**src/rtl/clkdiv_pkg.sv**
```systemverilog
package clkdiv_pkg;

    localparam int REG_W    = 32;
    localparam int CODE_W   = 6;
    localparam int RATIO_W  = CODE_W + 1;
    localparam int STOP_BIT = 8;

    typedef enum logic [1:0] {
        ST_STOP = 2'd0,
        ST_HIGH = 2'd1,
        ST_LOW  = 2'd2
    } div_state_e;

    // Width of the source select field for a given source count.
    function automatic int sel_width(input int n);
        if (n == 8) return 3;
        if (n == 4) return 2;
        return 0;
    endfunction

    // Lowest bit position of the source select field.
    function automatic int sel_lsb(input int n);
        if (n == 8) return 12;
        if (n == 4) return 6;
        return 0;
    endfunction

    // Mask of register bits that hold state.
    function automatic logic [REG_W-1:0] defined_mask(input int n);
        logic [REG_W-1:0] m;
        m = (REG_W'(1) << STOP_BIT) | REG_W'((1 << CODE_W) - 1);
        if (sel_width(n) > 0)
            m = m | (REG_W'((1 << sel_width(n)) - 1) << sel_lsb(n));
        return m;
    endfunction

endpackage

```
**src/rtl/clkdiv_ctrl_reg.sv**
```systemverilog
module clkdiv_ctrl_reg
    import clkdiv_pkg::*;
#(
    parameter int NUM_SRC = 8,
    parameter int SEL_WK  = 3
) (
    input  logic              clk,
    input  logic              rst,
    input  logic              wr_en,
    input  logic [REG_W-1:0]  wdata,
    output logic [CODE_W-1:0] code_o,
    output logic              stop_o,
    output logic [SEL_WK-1:0] sel_o,
    output logic [REG_W-1:0]  rdata_o
);

    localparam int SEL_W   = sel_width(NUM_SRC);
    localparam int SEL_LSB = sel_lsb(NUM_SRC);
    localparam logic [CODE_W-1:0] CODE_ALL_ONES = '1;

    logic [CODE_W-1:0] code_q;
    logic              stop_q;
    logic [SEL_WK-1:0] sel_q;
    logic [SEL_WK-1:0] wsel;
    logic [CODE_W-1:0] wcode;
    logic              wstop;
    logic [REG_W-1:0]  sel_rd;

    generate
        if (SEL_W > 0) begin : g_sel
            assign wsel   = wdata[SEL_LSB +: SEL_W];
            assign sel_rd = REG_W'(sel_q) << SEL_LSB;
        end else begin : g_nosel
            assign wsel   = '0;
            assign sel_rd = '0;
        end
    endgenerate

    assign wstop = wdata[STOP_BIT];

    // A stopped divider must never hold a zero code.
    always_comb begin
        wcode = wdata[CODE_W-1:0];
        if (wstop && (wcode == '0))
            wcode = CODE_ALL_ONES;
    end

    always_ff @(posedge clk) begin
        if (rst) begin
            code_q <= CODE_ALL_ONES;
            stop_q <= 1'b1;
            sel_q  <= '0;
        end else if (wr_en) begin
            code_q <= wcode;
            stop_q <= wstop;
            sel_q  <= wsel;
        end
    end

    always_comb begin
        rdata_o = sel_rd;
        rdata_o[CODE_W-1:0] = code_q;
        rdata_o[STOP_BIT]   = stop_q;
    end

    assign code_o = code_q;
    assign stop_o = stop_q;
    assign sel_o  = sel_q;

endmodule

```
**src/rtl/clkdiv_src_sel.sv**
```systemverilog
module clkdiv_src_sel #(
    parameter int NUM_SRC = 8,
    parameter int SEL_WK  = 3
) (
    input  logic [NUM_SRC-1:0] src_i,
    input  logic [SEL_WK-1:0]  sel_i,
    output logic               tick_o
);

    generate
        if (NUM_SRC == 1) begin : g_single
            assign tick_o = src_i[0];
        end else begin : g_mux
            assign tick_o = src_i[sel_i];
        end
    endgenerate

endmodule

```
**src/rtl/clkdiv_core.sv**
```systemverilog
module clkdiv_core
    import clkdiv_pkg::*;
#(
    parameter int SEL_WK = 3
) (
    input  logic              clk,
    input  logic              rst,
    input  logic              tick_i,
    input  logic              stop_i,
    input  logic [CODE_W-1:0] code_i,
    input  logic [SEL_WK-1:0] sel_i,
    output logic              pulse_o,
    output logic              level_o
);

    div_state_e         state_q, nxt_state;
    logic [RATIO_W-1:0] cnt_q, nxt_cnt;
    logic [RATIO_W-1:0] ratio_q, nxt_ratio;
    logic [SEL_WK-1:0]  sel_prev_q;
    logic [RATIO_W-1:0] pend_ratio;
    logic [RATIO_W-1:0] pend_half;
    logic [RATIO_W-1:0] cur_half;
    logic [RATIO_W-1:0] cnt_inc;
    div_state_e         start_state;
    logic               period_end;
    logic               pulse_q, level_q;

    assign pend_ratio  = RATIO_W'(code_i) + RATIO_W'(1);
    assign pend_half   = pend_ratio >> 1;
    assign cur_half    = ratio_q >> 1;
    assign cnt_inc     = cnt_q + RATIO_W'(1);
    assign start_state = (pend_half != '0) ? ST_HIGH : ST_LOW;

    always_comb begin
        nxt_state  = state_q;
        nxt_cnt    = cnt_q;
        nxt_ratio  = ratio_q;
        period_end = 1'b0;
        if (stop_i) begin
            // halt
            nxt_state = ST_STOP;
            nxt_cnt   = '0;
        end else if ((state_q == ST_STOP) || (sel_i != sel_prev_q)) begin
            // restart
            nxt_state = start_state;
            nxt_cnt   = '0;
            nxt_ratio = pend_ratio;
        end else if (tick_i) begin
            unique case (state_q)
                ST_HIGH, ST_LOW: begin
                    if (cnt_inc == ratio_q) begin
                        // wrap
                        period_end = 1'b1;
                        nxt_cnt    = '0;
                        nxt_ratio  = pend_ratio;
                        nxt_state  = start_state;
                    end else begin
                        nxt_cnt = cnt_inc;
                        if ((state_q == ST_HIGH) && (cnt_inc == cur_half))
                            nxt_state = ST_LOW; // half
                    end
                end
                default: begin
                    nxt_state = ST_STOP;
                end
            endcase
        end
    end

    // State register process.
    always_ff @(posedge clk) begin
        if (rst) begin
            state_q    <= ST_STOP;
            cnt_q      <= '0;
            ratio_q    <= RATIO_W'(1);
            sel_prev_q <= '0;
        end else begin
            state_q    <= nxt_state;
            cnt_q      <= nxt_cnt;
            ratio_q    <= nxt_ratio;
            sel_prev_q <= sel_i;
        end
    end

    // Output process.
    always_ff @(posedge clk) begin
        if (rst) begin
            pulse_q <= 1'b0;
            level_q <= 1'b0;
        end else begin
            pulse_q <= period_end;
            level_q <= (nxt_state == ST_HIGH) ||
                       (period_end && (ratio_q == RATIO_W'(1)));
        end
    end

    assign pulse_o = pulse_q;
    assign level_o = level_q;

endmodule

```
**src/rtl/clkdiv_gen.sv**
```systemverilog
module clkdiv_gen
    import clkdiv_pkg::*;
#(
    parameter int NUM_SRC = 8
) (
    input  logic               clk,
    input  logic               rst,
    input  logic [NUM_SRC-1:0] src_tick,
    input  logic               reg_wr,
    input  logic [31:0]        reg_wdata,
    output logic [31:0]        reg_rdata,
    output logic               div_pulse,
    output logic               div_level
);

    localparam int SEL_W  = sel_width(NUM_SRC);
    localparam int SEL_WK = (SEL_W > 0) ? SEL_W : 1;

    logic [CODE_W-1:0] code;
    logic              stop;
    logic [SEL_WK-1:0] sel;
    logic              tick;

    clkdiv_ctrl_reg #(.NUM_SRC(NUM_SRC), .SEL_WK(SEL_WK)) i_reg (
        .clk     (clk),
        .rst     (rst),
        .wr_en   (reg_wr),
        .wdata   (reg_wdata),
        .code_o  (code),
        .stop_o  (stop),
        .sel_o   (sel),
        .rdata_o (reg_rdata)
    );

    clkdiv_src_sel #(.NUM_SRC(NUM_SRC), .SEL_WK(SEL_WK)) i_sel (
        .src_i  (src_tick),
        .sel_i  (sel),
        .tick_o (tick)
    );

    clkdiv_core #(.SEL_WK(SEL_WK)) i_core (
        .clk     (clk),
        .rst     (rst),
        .tick_i  (tick),
        .stop_i  (stop),
        .code_i  (code),
        .sel_i   (sel),
        .pulse_o (div_pulse),
        .level_o (div_level)
    );

endmodule

```
**config.mk**
```make
export PLATFORM = sky130hd
export DESIGN_NAME = clkdiv_gen
export DESIGN_NICKNAME = d
export VERILOG_FILES = /design/src/rtl/clkdiv_pkg.sv /design/src/rtl/clkdiv_ctrl_reg.sv /design/src/rtl/clkdiv_src_sel.sv /design/src/rtl/clkdiv_core.sv /design/src/rtl/clkdiv_gen.sv
export SDC_FILE = /design/constraint.sdc
export NUM_CORES = 1
export LEC_CHECK = 0
export ABC_AREA = 1
export BUFFER_PORTS_ARGS = -buffer_cell sky130_fd_sc_hd__buf_2
export CORE_ASPECT_RATIO = 0.5
export CORE_MARGIN = 2
export CORE_UTILIZATION = 44
export DETAILED_ROUTE_END_ITERATION = 6
export GPL_ROUTABILITY_DRIVEN = 0
export GPL_TIMING_DRIVEN = 0
export PLACE_DENSITY = 0.76
export SLEW_MARGIN = 5
export SYNTH_ARGS = -nofsm -noshare
export SYNTH_HDL_FRONTEND = slang
export SYNTH_SLANG_ARGS = --single-unit
```
**constraint.sdc**
```tcl
create_clock -name clk -period 1.7 [get_ports clk]
set_input_delay 0.34 -clock clk [delete_from_list [all_inputs] [get_ports clk]]
set_output_delay 0.34 -clock clk [all_outputs]
set_load 0.005 [all_outputs]
```
==> impl_metrics.csv, run 1 <==
group,metric,value,unit
status,violations,"setup timing",
power_and_ir_drop,powerDensity,762,mW/mm2
synthesis,yosysMostFrequentCell,"nand2_1",
clock_network,numCtsBuffers,5,
finish,final_area,0.00264,mm2
synthesis,avgSynthCellArea,6.76,um2
grt,grt_pass1_wl,7820,um
detailed_routing,vias,2049,
grt,grtUsageTotal,19.3,%
timing,worst_slack,-0.152,ns
placement,dpl.hpwl,3540,um
power_and_ir_drop,pwr-share-clk,41.0,%
critical_path,worstSetupEndpointType,"register",
clock_network,cts_sinks,31,
synthesis,synthCells,298,
critical_path,critical_path_peak_fanout,10,
timing,finalMaxSlewViolations,0,
placement,port_buffers,31,
synthesis,ys_async_sr_fraction,0,%
clock_network,cts_tree,"yes",
critical_path,crit_required,1.89,ns
synthesis,syn-cell-area,0.00201,mm2
clock_network,cts.path.max_buffers,2,
timing,fmax,540,MHz
critical_path,crit_top_cell,"nand2_2",
critical_path,cpMaxStageDelayCell,"dfxtp_4",
detailed_routing,drc,0,
finish,register_area,634,um2
power_and_ir_drop,p_seq_share,39.7,%
detailed_routing,firstDrtPassIters,5,
finish,area.growth.synth_to_final,30.8,%
critical_path,cp.arrival,2.04,ns
synthesis,seq_area_frac_synth,30.8,%
placement,postPlaceCellArea,0.00234,mm2
timing,hold_viol,0,
finish,multi_input_comb_area,0.00127,mm2
detailed_routing,wl_per_cell,11.5,um
synthesis,post_synth_num_cell_types,37,
clock_network,clk_pin_slew,0.07,ns
timing,fin_crit_sh,109,%
power_and_ir_drop,switching_power,555,uW
job,cap_violations,0,
die,die_h,51.8,um
power_and_ir_drop,p_leak,1.25,nW
critical_path,worst-setup-path-type,"reg2reg",
die,dieArea,0.00517,mm2
clock_network,h-tree-depth,2,
finish,fill_cells,400,
finish,final_nets,411,
timing,rsz0062_at_grt,"yes",
grt,grt_pass1_vias,1807,
synthesis,synth-edff-count,0,
critical_path,slowest_delay,0.36,ns
power_and_ir_drop,p_int,1.45,mW
timing,setup_violations,16,
synthesis,synth_top_cell_area_share,30.8,%
power_and_ir_drop,swShare,27.6,%
synthesis,yosysTopAreaCell,"dfxtp_1",
die,core-area,0.00440,mm2
finish,diodes,0,
finish,final_layout_size_suffix_gt1_share,32.9,%
critical_path,crit_chain,"ha_4 -> nand2_4 -> nor2_4 -> nand2_2 -> nand2_2 -> nand2_4 -> nand2_2 -> nand2_2 -> nor2_4 -> nand3_4 -> nand2_4 -> nand2_8 -> clkinv_2 -> nand2_1 -> nand2_1 -> nor2_1",
synthesis,ys_warn_count,0,
clock_network,worstSkewPairLatency,0.29,ns
synthesis,ys_ff_latch,31,
power_and_ir_drop,combPwrFrac,19.3,%
synthesis,ys_top_cells_by_area,"dfxtp_1 (31%), nand2_1 (12%), buf_4 (8.6%), nand3_1 (7.0%), inv_1 (5.6%)",
die,dieWidth,99.7,um
grt,overflow,0,
critical_path,startpoint_type,"register",
critical_path,r2r_setup_slack,-0.15,ns
hold_path,hold_path_class,"in2reg",
power_and_ir_drop,ir_worst_vdd,0.000540,V
synthesis,netlist_top_cells_count,"nand2_1 (66), dfxtp_1 (31), inv_1 (30), nor2_1 (30), nand3_1 (28)",
status,outcome,"complete, but fails checks",
synthesis,ys.flop_type,"dfxtp_1",
die,start_util,45.8,%
detailed_routing,drt_wl_total,4870,um
die,ioPinCount,77,
timing,tns,-1.23,ns
grt,grt_antenna_before_repair,0,
detailed_routing,via_per_inst,4.86,
clock_network,cts-root-buf,"clkbuf_8",
timing,timing.final.crit_period,1.85,ns
die,rows,17,
grt,grt_max_degree,11,
detailed_routing,ant_nets,0,
timing,fin_skew,0.00692,ns
detailed_routing,first_iter_violations,89,
-- layout by cell type (no fill, tap or decap), types with 4 or more instances in the layout --
cell	instances
o21ai_0	12
dfxtp_2	5
buf_2	31
inv_1	28
o211ai_1	4
buf_4	29
inv_2	6
a21oi_1	12
nand3_1	24
nor2_4	5
dfxtp_1	24
nand2_2	10
conb_1	22
o22ai_1	6
clkbuf_8	5
nor2_1	28
nand3_2	5
nand2_1	60
o21ai_1	5
-- final cells by class --
class	count	area share [%]
Buffer	26	7.26
Clock buffer	7	3.70
Clock inverter	1	1.14
Inverter	35	5.03
Multi-Input combinational cell	227	48.1
Sequential cell	31	24.1
Tap cell	57	2.71
Timing Repair Buffer	38	8.02
-- per-layer routing --
layer | part of all wire (%) | vias up | global-route usage (%)
li1 | - | 1057 | -
met1 | 45 | 902 | 23.1
met2 | 46 | 78 | 33.6
met3 | 6.1 | 12 | 3.63
met4 | 2.6 | 0 | 10.5
met5 | 0 | - | 0
-- kinds of logic (layout without fill, tap and decap cells) --
logic type | after synthesis | after routing | share of synthesized area [%]
AO/OA/AOI/OAI | 47 | 47 | 13.4
flip-flops | 31 | 31 | 30.8
AND/OR/NAND/NOR | 150 | 150 | 35.3
other | 1 | 22 | 0.186
adder cells (fa/ha/maj) | 4 | 4 | 2.48
buffers and inverters | 61 | 107 | 16.1
XOR/XNOR | 4 | 4 | 1.74
-- path summary, 6_finish.rpt --
| kind | endpoint | depth (start not counted) | startpoint |
|---|---|---|---|
| worst max-delay path | i_core.ratio_q[3]$_SDFFE_PP0P_ | 16 | i_core.cnt_q[0]$_SDFFE_PP0P_ |
| worst min-delay path | i_reg.code_o[4]$_SDFFE_PP1P_ | 3 | reg_wdata[4] |
| worst max register to register | i_core.ratio_q[3]$_SDFFE_PP0P_ | 16 | i_core.cnt_q[0]$_SDFFE_PP0P_ |
| worst min register to register | i_core.ratio_q[0]$_SDFFE_PP1P_ | 1 | i_reg.code_o[0]$_SDFFE_PP1P_ |
-- power by group through the flow --
stage               Combinational, mW  Clock (mW)  Sequential (mW)
global placement                0.346           0            0.811
global route                    0.436       0.864            0.802
detailed placement              0.354           0            0.813
finish                          0.387       0.823            0.798
CTS                             0.376       0.832            0.796
floorplan                       0.270           0            0.806
-- metrics by stage --
stage | power, mW | setup WS, ns | util [%] | cells | hold WS, ns
floorplan | 1.08 | 0.0182 | - | 319 | 0.412
global placement | 1.16 | -0.175 | 53.1 | 407 | 0.474
detailed placement | 1.17 | -0.297 | 53.1 | 407 | 0.494
CTS | 2.00 | -0.124 | 59.2 | 421 | 0.276
global route | 2.10 | -0.256 | 59.8 | 422 | 0.283
finish | 2.01 | -0.152 | 59.8 | 422 | 0.282
-- critical path, delay by kind of cell (launching register included) --
kind | cells | cell delay (ns)
buffers and inverters | 1 | 0.07
flip-flops | 1 | 0.36
AND/OR/NAND/NOR | 14 | 1.16
adder cells (fa/ha/maj) | 1 | 0.15
-- registers in the layout, summed over array words and instances, names as in the netlist --
name               count
i_core.pulse_o         1
i_core.cnt_q           7
i_core.level_o         1
i_reg.code_o           6
i_reg.stop_o           1
i_core.sel_prev_q      3
i_reg.sel_o            3
i_core.ratio_q         7
i_core.state_q         2
-- what timing repair did --
item	in CTS	in global routing
resized for setup	24	14
buffers inserted	6	1
setup endpoints to repair	17	18
gates cloned	0	0
pin swaps	10	3
hold buffers	0	0
Note: power is estimated with default switching activity, not from simulation.
==> inputs of run 2 (changes only) <==
--- a/config.mk
+++ b/config.mk
@@ -14,6 +14,7 @@
 export GPL_ROUTABILITY_DRIVEN = 0
 export GPL_TIMING_DRIVEN = 0
 export PLACE_DENSITY = 0.76
+export RECOVER_POWER = 100
 export SLEW_MARGIN = 5
 export SYNTH_ARGS = -nofsm -noshare
 export SYNTH_HDL_FRONTEND = slang
==> impl_metrics.csv, run 2 (same netlist as run 1, synthesis figures left out) <==
group,metric,value,unit
status,outcome,"complete, but fails checks",
status,violations,"setup timing",
grt,overflow,0,
critical_path,crit_buf_inv,1,
timing,fmax,539,MHz
finish,diodes,0,
power_and_ir_drop,powerDensity,763,mW/mm2
critical_path,startpoint_type,"register",
critical_path,worstSetupEndpointType,"register",
critical_path,crit_chain,"ha_4 -> nand2_4 -> nor2_4 -> nand2_2 -> nand2_2 -> nand2_4 -> nand2_2 -> nand2_2 -> nor2_4 -> nand3_4 -> nand2_4 -> nand2_8 -> clkinv_2 -> nand2_1 -> nand2_1 -> nor2_1",
die,dieWidth,99.7,um
critical_path,r2r-end,"i_core.ratio_q[3]$_SDFFE_PP0P_",
critical_path,crit_required,1.89,ns
clock_network,cts_tree,"yes",
die,core-area,0.00440,mm2
timing,whs,0.282,ns
detailed_routing,ant_nets,0,
critical_path,crit_start,"i_core.cnt_q[0]$_SDFFE_PP0P_",
timing,tns,-1.27,ns
critical_path,cp.arrival,2.04,ns
timing,worst_slack,-0.154,ns
die,start_util,45.8,%
finish,final_nets,411,
clock_network,clk_pin_slew,0.07,ns
timing,finalMaxSlewViolations,0,
critical_path,r2r-start,"i_core.cnt_q[0]$_SDFFE_PP0P_",
power_and_ir_drop,ir_worst_vdd,0.000541,V
finish,multi_input_comb_area,0.00127,mm2
clock_network,cts.path.max_buffers,2,
die,rows,17,
clock_network,cts_sinks,31,
finish,layout_commonest_cell,"nand2_1",
die,ioPinCount,77,
grt,grt_antenna_before_repair,0,
hold_path,hold_path_class,"in2reg",
job,cap_violations,0,
critical_path,cp_num_cells,16,
finish,register_area,633,um2
finish,fin_util,59.8,%
clock_network,numCtsBuffers,5,
detailed_routing,drt_wl_total,4840,um
timing,timing.final.crit_period,1.85,ns
detailed_routing,first_iter_violations,93,
placement,postPlaceCellArea,0.00234,mm2
grt,grt_pass1_wl,7820,um
grt,grt_max_degree,11,
detailed_routing,vias,2064,
critical_path,cpMaxStageDelayCell,"dfxtp_4",
critical_path,r2r_cells,16,
finish,layout_common_cells,"nand2_1 (60), inv_1 (29), buf_2 (29)",
timing,setup_violations,16,
clock_network,cts-root-buf,"clkbuf_8",
placement,dpl.hpwl,3540,um
detailed_routing,firstDrtPassIters,7,
grt,grtUsageTotal,19.3,%
critical_path,critical-path-top-delay-family,"simple AND/OR/NAND/NOR gates",
clock_network,h-tree-depth,2,
finish,fill_cells,403,
timing,fin_crit_sh,109,%
hold_path,whs_path_depth,3,
detailed_routing,via_per_inst,4.89,
timing,fin_skew,0.00711,ns
critical_path,crit_end,"i_core.ratio_q[3]$_SDFFE_PP0P_",
detailed_routing,wl_per_cell,11.5,um
placement,port_buffers,31,
critical_path,crit_top_cell,"nand2_2",
power_and_ir_drop,p_leak,1.25,nW
finish,final_area,0.00263,mm2
timing,rsz0062_at_grt,"yes",
critical_path,slowest_delay,0.36,ns
finish,final_layout_size_suffix_gt1_share,31.8,%
critical_path,r2r_setup_slack,-0.15,ns
critical_path,critical_path_peak_fanout,10,
timing,hold_viol,0,
finish,area.growth.synth_to_final,30.6,%
critical_path,worst-setup-path-type,"reg2reg",
clock_network,postCtsHoldBufs,0,
die,dieArea,0.00517,mm2
die,die_h,51.8,um
grt,grt_pass1_vias,1807,
clock_network,worstSkewPairLatency,0.29,ns
detailed_routing,drc,0,
run 2: worst reg2reg max path, stage by stage (launching register included):
cell and delay [ns]:
dfxtp_4 0.36, ha_4 0.15, nand2_4 0.08, nor2_4 0.12, nand2_2 0.07, nand2_2 0.10, nand2_4 0.07, nand2_2 0.07
nand2_2 0.06, nor2_4 0.14, nand3_4 0.12, nand2_4 0.11, nand2_8 0.08, clkinv_2 0.08, nand2_1 0.05, nand2_1 0.05
nor2_1 0.04
run 2: worst min-delay path by stage:
stage                                      start                               to
detailed placement  i_core.cnt_q[6]$_SDFFE_PP0P_     i_core.cnt_q[6]$_SDFFE_PP0P_
CTS                                 reg_wdata[4]     i_reg.code_o[4]$_SDFFE_PP1P_
global route                        reg_wdata[4]     i_reg.code_o[4]$_SDFFE_PP1P_
finish                              reg_wdata[4]     i_reg.code_o[4]$_SDFFE_PP1P_
global placement    i_core.cnt_q[6]$_SDFFE_PP0P_     i_core.cnt_q[6]$_SDFFE_PP0P_
floorplan                                    rst  i_core.sel_prev_q[0]$_SDFF_PP0_
run 2: power breakdown:
part | switching [mW] | leakage (nW) | total (mW) | internal (mW)
sequential | 0.0378 | 0.256 | 0.797 | 0.759
combinational | 0.220 | 0.927 | 0.385 | 0.165
clock | 0.300 | 0.0636 | 0.827 | 0.527
total | 0.557 | 1.25 | 2.01 | 1.45
run 2: per-stage QoR:
stage               std cells  setup WS [ns]  power (mW)
detailed placement        407         -0.297        1.17
global route              422         -0.256        2.10
floorplan                 319         0.0182        1.08
CTS                       421         -0.124        2.00
global placement          407         -0.175        1.16
finish                    422         -0.154        2.01
run 2: routing by layer:
metal  global-route usage [%]  share of wire, %  vias up
met5                        0                 0        -
li1                         -                 -     1059
met1                     23.1                44      906
met2                     33.6                46       85
met3                     3.63               6.5       14
met4                     10.5               2.8        0
run 2: final cells by class:
| type | instances | share of cell area (%) |
|---|---|---|
| well taps | 57 | 2.71 |
| inverters | 35 | 5.04 |
| clock buffers | 7 | 3.71 |
| clock inverters | 1 | 1.14 |
| multi-input cells | 227 | 48.1 |
| plain buffers | 26 | 7.28 |
| repair buffers | 38 | 7.94 |
| flip-flops and latches | 31 | 24.1 |
run 2: repair_timing:
item | CTS | global route
pin swaps | 10 | 3
hold endpoints to repair | 0 | 0
buffers inserted | 6 | 1
setup endpoints to repair | 17 | 18
gates resized for setup | 24 | 14
==> inputs of run 3 (changes only) <==
--- a/config.mk
+++ b/config.mk
@@ -7,9 +7,10 @@
 export LEC_CHECK = 0
 export ABC_AREA = 1
 export BUFFER_PORTS_ARGS = -buffer_cell sky130_fd_sc_hd__buf_2
-export CORE_ASPECT_RATIO = 0.5
+export CORE_ASPECT_RATIO = 1.4
 export CORE_MARGIN = 2
 export CORE_UTILIZATION = 44
+export CTS_CLUSTER_DIAMETER = 30
 export DETAILED_ROUTE_END_ITERATION = 6
 export GPL_ROUTABILITY_DRIVEN = 0
 export GPL_TIMING_DRIVEN = 0
==> impl_metrics.csv, run 3 (same netlist as run 1, synthesis figures left out) <==
group,metric,value,unit
grt,grtUsageTotal,18.7,%
clock_network,clk_pin_slew,0.07,ns
power_and_ir_drop,ir_worst_vdd,0.000549,V
detailed_routing,first_iter_violations,44,
finish,layout_commonest_cell,"nand2_1",
job,cap_violations,0,
finish,final_area,0.00261,mm2
critical_path,crit_end,"i_core.ratio_q[5]$_SDFFE_PP0P_",
critical_path,r2r-end,"i_core.ratio_q[5]$_SDFFE_PP0P_",
die,dieWidth,61.2,um
timing,rsz0062_at_grt,"yes",
finish,fill_cells,443,
power_and_ir_drop,powerDensity,711,mW/mm2
grt,grt_pass1_wl,7410,um
status,violations,"setup timing",
critical_path,startpoint_type,"register",
detailed_routing,drt_wl_total,4590,um
detailed_routing,wl_per_cell,10.7,um
detailed_routing,vias,2036,
timing,tns,-1.50,ns
finish,register_area,633,um2
finish,final_nets,413,
hold_path,hold_path_class,"in2reg",
critical_path,worstSetupEndpointType,"register",
critical_path,r2r-start,"i_core.cnt_q[0]$_SDFFE_PP0P_",
critical_path,worst-setup-path-type,"reg2reg",
grt,grt_max_degree,11,
critical_path,crit_buf_inv,1,
detailed_routing,firstDrtPassIters,4,
placement,port_buffers,31,
critical_path,critical-path-top-delay-family,"simple AND/OR/NAND/NOR gates",
clock_network,cts.path.max_buffers,2,
clock_network,h-tree-depth,2,
placement,post-place-ws,-0.241,ns
timing,fin_crit_sh,110,%
critical_path,critical_path_peak_fanout,5,
critical_path,cpMaxStageDelayCell,"dfxtp_4",
critical_path,slowest_delay,0.35,ns
placement,postPlaceCellArea,0.00234,mm2
clock_network,worstSkewPairLatency,0.29,ns
critical_path,r2r_cells,14,
finish,area.growth.synth_to_final,29.4,%
die,start_util,45.1,%
detailed_routing,drc,0,
detailed_routing,ant_nets,0,
critical_path,cp.arrival,2.05,ns
clock_network,cts-root-buf,"clkbuf_8",
placement,dpl.hpwl,3480,um
placement,dp_cells,412,
grt,overflow,0,
clock_network,cts_tree,"yes",
finish,stdcell_count,429,
timing,setup_violations,17,
timing,whs,0.277,ns
die,dieArea,0.00514,mm2
clock_network,cts_sinks,31,
timing,finalMaxSlewViolations,0,
clock_network,numCtsBuffers,5,
finish,layout_common_cells,"nand2_1 (62), buf_4 (31), buf_2 (31)",
critical_path,r2r_setup_slack,-0.16,ns
timing,timing.final.crit_period,1.86,ns
critical_path,crit_top_cell,"nand2_1",
critical_path,crit_required,1.88,ns
power_and_ir_drop,p_leak,1.25,nW
detailed_routing,via_per_inst,4.75,
finish,multi_input_comb_area,0.00125,mm2
grt,grt_pass1_vias,1759,
die,core-area,0.00446,mm2
die,rows,29,
finish,final_layout_size_suffix_gt1_share,32.4,%
critical_path,cp_num_cells,14,
timing,fin_skew,0.00476,ns
critical_path,crit_chain,"ha_4 -> nand2_4 -> nand2_2 -> nand2_1 -> nand2_1 -> nor2_1 -> nand2_1 -> nor2_4 -> nand3_4 -> nand2_4 -> buf_4 -> nand4_1 -> nand2_1 -> a21oi_1",
die,ioPinCount,77,
finish,diodes,0,
timing,hold_viol,0,
critical_path,crit_start,"i_core.cnt_q[0]$_SDFFE_PP0P_",
timing,fmax,537,MHz
grt,grt_antenna_before_repair,0,
status,outcome,"complete, but fails checks",
timing,worst_slack,-0.163,ns
die,die_h,84.1,um
[run 3: changes by cell type in the layout (fill, tap and decap cells not counted), moves of 2 or more]
cell,change
buf_2,+2
nand2_4,+2
nand2_2,-2
clkbuf_8,+2
inv_4,+2
a211oi_2,-2
buf_4,+3
a211oi_1,+2
clkbuf_1,-3
nand2_1,+2
[run 3: cell type report]
cell class	count	area share, %
clock inverter	1	0.240
buffer	26	7.34
timing repair buffer	39	8.25
multi-input combinational	228	48.1
tap	62	2.98
clock buffer	7	3.69
sequential	31	24.3
inverter	35	5.13
[run 3: what timing repair did]
action / 4_1_cts / 5_1_grt
pin swaps: 8 / 8
buffers inserted: 6 / 2
setup endpoints to repair: 17 / 18
gates resized for setup: 8 / 28
gates cloned: 0 / 1
hold buffers: 0 / 0
[run 3: tightest hold or removal path, cell delays in order]
cell,delay (ns)
buf_2,0.08
o22ai_1,0.07
nand2_1,0.05
[run 3: per-stage QoR]
| step | total power [mW] | util (%) |
|---|---|---|
| after floorplan | 1.08 | - |
| after global placement | 1.16 | 52.5 |
| after detailed placement | 1.17 | 52.5 |
| after CTS | 1.84 | 56.3 |
| after global routing | 1.95 | 58.4 |
| final | 1.85 | 58.4 |
[run 3: per-layer routing]
metal / track usage [%] / up-vias / part of all wire [%]
li1: - / 1062 / -
met1: 21.3 / 909 / 39
met2: 32.4 / 59 / 54
met3: 3.88 / 6 / 4.6
met4: 7.51 / 0 / 1.7
met5: 0 / - / 0
[run 3: report_power, final]
group,internal [mW],leakage (nW),switching (mW)
logic,0.170,0.937,0.221
clock network,0.369,0.0548,0.299
registers,0.759,0.256,0.0364
total,1.30,1.25,0.556
[run 3: worst min path at each step]
stage,start,end,depth (start not counted)
after detailed placement,i_core.cnt_q[6]$_SDFFE_PP0P_,i_core.cnt_q[6]$_SDFFE_PP0P_,2
after global routing,reg_wdata[4],i_reg.code_o[4]$_SDFFE_PP1P_,3
final,reg_wdata[5],i_reg.code_o[5]$_SDFFE_PP1P_,3
after CTS,reg_wdata[5],i_reg.code_o[5]$_SDFFE_PP1P_,3
after floorplan,rst,i_core.sel_prev_q[0]$_SDFF_PP0_,1
after global placement,i_core.cnt_q[6]$_SDFFE_PP0P_,i_core.cnt_q[6]$_SDFFE_PP0P_,2
